===== src/rtl/gray_cnt_pkg.sv =====
package gray_cnt_pkg;
  localparam int CODE_W = 3;
  typedef logic [CODE_W-1:0] code_t;
  localparam code_t BASE_CODE = '0;
  localparam code_t TOP_CODE  = code_t'(1) << (CODE_W - 1);
endpackage


===== src/rtl/gray_step_logic.sv =====
// Next-state logic: flips a single bit chosen from the parity of the
// present code and the direction.
module gray_step_logic
  import gray_cnt_pkg::*;
(
  input  code_t cur,
  input  logic  dir_up,
  output code_t nxt
);
  code_t flip;
  logic  par;
  logic  odd_step;
  logic  found;

  always_comb begin
    par      = ^cur;
    // forward: odd parity moves the bit left of the lowest one
    // backward: even parity does
    odd_step = dir_up ? par : ~par;
    flip     = '0;
    found    = 1'b0;
    if (!odd_step) begin
      flip[0] = 1'b1;
    end else begin
      for (int i = 0; i < CODE_W - 1; i++) begin
        if (!found && cur[i]) begin
          flip[i+1] = 1'b1;
          found     = 1'b1;
        end
      end
      if (!found) flip[CODE_W-1] = 1'b1;
    end
  end

  assign nxt = cur ^ flip;
endmodule


===== src/rtl/gray_state_reg.sv =====
module gray_state_reg
  import gray_cnt_pkg::*;
(
  input  logic  clk,
  input  logic  rst,
  input  logic  en,
  input  code_t d,
  output code_t q
);
  always_ff @(posedge clk) begin
    if (rst)     q <= BASE_CODE;
    else if (en) q <= d;
  end
endmodule


===== src/rtl/gray_wrap_detect.sv =====
module gray_wrap_detect
  import gray_cnt_pkg::*;
(
  input  code_t cur,
  input  logic  dir_up,
  output logic  at_wrap
);
  assign at_wrap = dir_up ? (cur == TOP_CODE) : (cur == BASE_CODE);
endmodule


===== src/rtl/gray_updown_counter.sv =====
module gray_updown_counter
  import gray_cnt_pkg::*;
(
  input  logic              clk,
  input  logic              rst,
  input  logic              cnt_en,
  input  logic              dir_up,
  output logic [CODE_W-1:0] code,
  output logic              wrap_flag
);
  code_t state_q;
  code_t state_d;

  gray_step_logic u_step (
    .cur    (state_q),
    .dir_up (dir_up),
    .nxt    (state_d)
  );

  gray_state_reg u_reg (
    .clk (clk),
    .rst (rst),
    .en  (cnt_en),
    .d   (state_d),
    .q   (state_q)
  );

  gray_wrap_detect u_wrap (
    .cur     (state_q),
    .dir_up  (dir_up),
    .at_wrap (wrap_flag)
  );

  assign code = state_q;
endmodule


===== config.mk =====
export PLATFORM = sky130hd
export DESIGN_NAME = gray_updown_counter
export DESIGN_NICKNAME = d
export VERILOG_FILES = /design/src/rtl/gray_cnt_pkg.sv /design/src/rtl/gray_step_logic.sv /design/src/rtl/gray_state_reg.sv /design/src/rtl/gray_wrap_detect.sv /design/src/rtl/gray_updown_counter.sv
export SDC_FILE = /design/constraint.sdc
export NUM_CORES = 1
export LEC_CHECK = 0
export CORE_AREA = 2 2 39 41
export DETAILED_ROUTE_END_ITERATION = 10
export DIE_AREA = 0 0 41 43
export PLACE_DENSITY = 0.34
export SYNTH_ARGS = -nofsm -noshare
export SYNTH_HDL_FRONTEND = slang
export SYNTH_SLANG_ARGS = --single-unit
export TNS_END_PERCENT = 10

===== constraint.sdc =====
create_clock -name clk -period 1.6 [get_ports clk]
set_clock_uncertainty 0.05 [all_clocks]
set_input_delay 0.32 -clock clk [delete_from_list [all_inputs] [get_ports clk]]
set_output_delay 0.32 -clock clk [all_outputs]
set_load 0.01 [all_outputs]

# == After elaboration in Yosys (flattened, before gate mapping) ==
# Index checks and enable logic that the tools add are counted.
# op_classes
addsub,0
n_mul,0
div_mod_pow,0
magnitude_cmp,0
n_eq_ne,1
shifts,0
mux,10
bitwise,2
reduce_logical,4
# ops
op,n
$mux W1,9
$eq A3 B3 Y1 const B,1
$logic_not A3 Y1,1
$reduce_xor A3 Y1,1
$xor A3 B3 Y3,1
$mux W2,1
$logic_and A1 B1 Y1,1
$logic_not A1 Y1,1
$not A1 Y1,1
# word_totals
reg_bits,3
latch_bits,0
mem_bits_rw,0
romBits,0
elab_cells,18
mem_count,0

# == Longest topological paths before layout ==
# depth
ltp_word,11
ltp_mapped,7
ltp_nobuf,7

# == Modules after synthesis ==
# From an unflattened synthesis, not the netlist that was laid out.
# unflattened
hier_cells,21
area_unflattened_um2,197.7
# by_module_without_submodules
module,instances,cells_per_inst,area_each_um2
gray_state_reg,1,9,101.3
gray_step_logic,1,10,77.6
gray_wrap_detect,1,2,18.8

# == Worst setup path after synthesis ==
# OpenSTA, ideal clock, no wires.
# synth_path
path_type,flip-flop to flip-flop
from,register u_reg.q[0]
to,register u_reg.q[0]
setup_time_ns,0.086
arrival_ns,1.399
t_required_ns,1.464
setup_slack_ns,0.065
stages_incl_launch_ff,6
period_less_slack_ns,1.535
path_cell_list,dfxtp_1 inv_1 ha_1 xnor2_1 ha_1 a211oi_1
# synth_via
elab_chain_cells,5
# synth_lines
element,line,rtl
start: declaration,gray_state_reg.sv:8,output code_t q
start signal: assignment,gray_state_reg.sv:11,if (rst) q <= BASE_CODE;
start signal: assignment,gray_state_reg.sv:12,else if (en) q <= d;
$reduce_xor A3 Y1,gray_step_logic.sv:16,par = ^cur;
$not A1 Y1,gray_step_logic.sv:19,odd_step = dir_up ? par : ~par;
$mux W1,gray_step_logic.sv:19,
$mux W1,gray_step_logic.sv:22,if (!odd_step) begin
$xor A3 B3 Y3 *,gray_step_logic.sv:35,assign nxt = cur ^ flip;
# Every way passes the cells marked *; elsewhere a longest branch is shown, timed or not.
# A chain may end at the register's enable or synchronous reset.

# == Worst setup path after layout ==
# layout_path
from,register u_reg.q[2]
to,output port code[2]
# layout_lines
element,line,rtl
end: declaration,gray_updown_counter.sv:8,"output logic [CODE_W-1:0] code,"
# No word-level cell between the ends.

==> impl_metrics.csv <==
group,metric,value,unit
floorplan,rows,14,
clocking,postCtsSetupRepairBufs,0,
cells_and_area,largest_register_ffs,3,
cells_and_area,final_nets,46,
cells_and_area,biggestRegsByFlops,"u_reg.q x3",
pwr,switching_share,31.1,%
floorplan,die_y,43,um
floorplan,core-area,1380,um2
worst_setup_path,crit_path_max_fanout,3,
logic_synthesis,synthMuxAreaShare,0,%
logic_synthesis,synth_top_family_by_area,"adder cells",
detailed_routing,dr.pass1.iters,1,
detailed_routing,ant_nets,0,
timing,fin_hold_ws,0.466,ns
pwr,internal_power,299,uW
clocking,clkTransAtPathRegs,0.04,ns
logic_synthesis,synth_simple_gate_area_share,14.3,%
timing,finalMaxSlewViolations,0,
clocking,cts_inserted_buffers,3,
clocking,insertion_delay,0.23,ns
detailed_routing,viasPerCell,3.70,
timing,period_share,93.9,%
pwr,ir_worst_vdd,0.000369,V
timing,fin_ws,0.0984,ns
detailed_routing,first_iter_violations,0,
detailed_routing,drc_errors,0,
worst_setup_path,slowest_delay,0.55,ns
clocking,cts_root_buf,"clkbuf_4",
worst_setup_path,critical_path_arrival,1.13,ns
grt,grt_pass1_wl,745,um
clocking,htree_levels,1,
detailed_routing,vias,200,
grt,grt_pass1_vias,185,
pwr,p_seq_share,22.1,%
cells_and_area,layoutNonFillerInstCount,54,
floorplan,start_util,13.9,%
cells_and_area,top_register,"u_reg.q",
logic_synthesis,synth_seq_area_share,31.2,%
placement,placed_cell_area,313,um2
cells_and_area,layout-drive-gt1-share,34.2,%
clocking,cts.sinks,3,
cells_and_area,area_delta_synth_final,94.2,%
placement,hpwl,365,um
logic_synthesis,yosysWarnings,0,
worst_setup_path,start_kind,"flop",
placement,place_inst,50,
logic_synthesis,synth-adder-area-share,19.5,%
timing,hold_viol,0,
clocking,cts.path.max_buffers,2,
logic_synthesis,postSynthCellCount,23,
timing,fin_crit,1.50,ns
clocking,cts_tree,"built",
worst_setup_path,slowest_stage,"clkdlybuf4s50_1",
placement,dp_slack,-0.325,ns
logic_synthesis,yosysUniqueCellTypes,13,
timing,setup_viol,0,
worst_setup_path,end_kind,"primary output",
grt,grt_overflow,0,
placement,port_buffers,7,
logic_synthesis,synth-compound-area-share,9.09,%
grt,grt_usage,7.42,%
pwr,net-switching-power,135,uW
worst_setup_path,crit_type,"reg2out",
detailed_routing,wl,488,um
cells_and_area,fin_area,374,um2
detailed_routing,avgRoutedWirePerCell,9.04,um
logic_synthesis,postSynthAreaPerCell,8.38,um2
grt,antenna_found_initial,0,
worst_setup_path,crit_chain,"clkdlybuf4s50_1",
logic_synthesis,synth_xor_xnor_area_share,18.2,%
worst_setup_path,cpLargestDelayFamily,"buffers and inverters",
worst_setup_path,required,1.23,ns
logic_synthesis,synth.ff_latch_count,3,
timing,worstMarginPinSlew,0.190,ns
worst_hold_path,worstHoldPathType,"reg2reg",
run,drv_cap,0,
run_status,status,"finished clean",
floorplan,die_x,41,um
grt,grt_max_degree,5,
floorplan,die-area,1760,um2
timing,slew_headroom,87.3,%
logic_synthesis,syn_area,193,um2
timing,max_freq,666,MHz
pwr,p_comb_share,47.5,%
pwr,leakage,0.000182,uW
placement,globalplace.congestion,0.692,
timing,rsz0062_at_grt,"no",
floorplan,pin_count,8,
pwr,p_clk_share,30.4,%
worst_setup_path,critPathBufInv,1,
cells_and_area,diodes,0,
logic_synthesis,synth_fp_nets,30,
pwr,p_per_area,1160,nW/um2
cells_and_area,final_cell_mix,"4 x clkdlybuf4s50_1, 4 x buf_4",
stage by stage:
stage / TNS (ns) / utilization, % / power, uW
final: 0 / 27.0 / 434
after detailed placement: -0.948 / 22.6 / 267
after global routing: 0 / 27.0 / 468
after global placement: -0.818 / 22.6 / 267
after floorplan: 0 / - / 184
after CTS: 0 / 24.9 / 410
cell type report:
class	count	area (um2)
repair buffers	11	103
fillers	156	1010
flip-flops and latches	3	60.1
multi-input cells	16	150
inverters	4	15.0
clock buffers	4	26.3
well taps	16	20.0
tightest hold or removal path, delay by kind of cell (launching register included):
kind	cells	cell delay, ns
flops	1	0.32
compound gates	2	0.14
routing by layer:
metal,routed length [um],global-route usage (%),up-vias,part of all wire (%)
met4,36,12.0,0,7.4
met5,0,0,-,0
met1,215,7.69,87,44
met3,40,3.14,4,8.2
li1,-,-,101,-
met2,196,8.13,8,40
Yosys cell counts:
| cell | count | area [um2] |
|---|---|---|
| dfxtp_1 | 3 | 60.1 |
| ha_1 | 3 | 37.5 |
| inv_1 | 3 | 11.3 |
| nor2_1 | 3 | 11.3 |
| xnor2_1 | 2 | 17.5 |
| xor2_1 | 2 | 17.5 |
| a211oi_1 | 1 | 7.51 |
| a21oi_1 | 1 | 5.00 |
| inv_2 | 1 | 3.75 |
| nand2_1 | 1 | 3.75 |
| nor2b_1 | 1 | 6.26 |
| o21ai_0 | 1 | 5.00 |
| or3_1 | 1 | 6.26 |
kinds of logic after synthesis:
family          after synthesis
simple gates                  6
xor+xnor                      4
buf+inv                       4
compound gates                3
fa+ha+maj                     3
flops                         3
power by group through the flow:
stage | Clock, uW | Sequential (uW) | Combinational [uW]
final | 132 | 95.7 | 206
after detailed placement | 0 | 97.2 | 169
after floorplan | 0 | 105 | 79.0
after global routing | 145 | 97.3 | 226
after CTS | 137 | 96.1 | 177
after global placement | 0 | 97.1 | 170
timing repair:
| item | CTS | global route |
|---|---|---|
| hold endpoints to repair | 0 | 0 |
| pin swaps | 1 | 1 |
| setup endpoints to repair | 3 | 2 |
| gates cloned | 0 | 0 |
| gates resized for setup | 5 | 4 |
| hold buffers | 0 | 0 |
worst paths after layout:
kind	cells after the start	from	end	slack, ns
worst max-delay path	1	u_reg.q[2]	code[2]	0.1
worst min register to register	2	u_reg.q[2]	u_reg.q[2]	0.47
worst min-delay path	2	u_reg.q[2]	u_reg.q[2]	0.47
worst max register to register	5	u_reg.q[1]	u_reg.q[0]	0.15
Power figures use the tool's default switching activity.
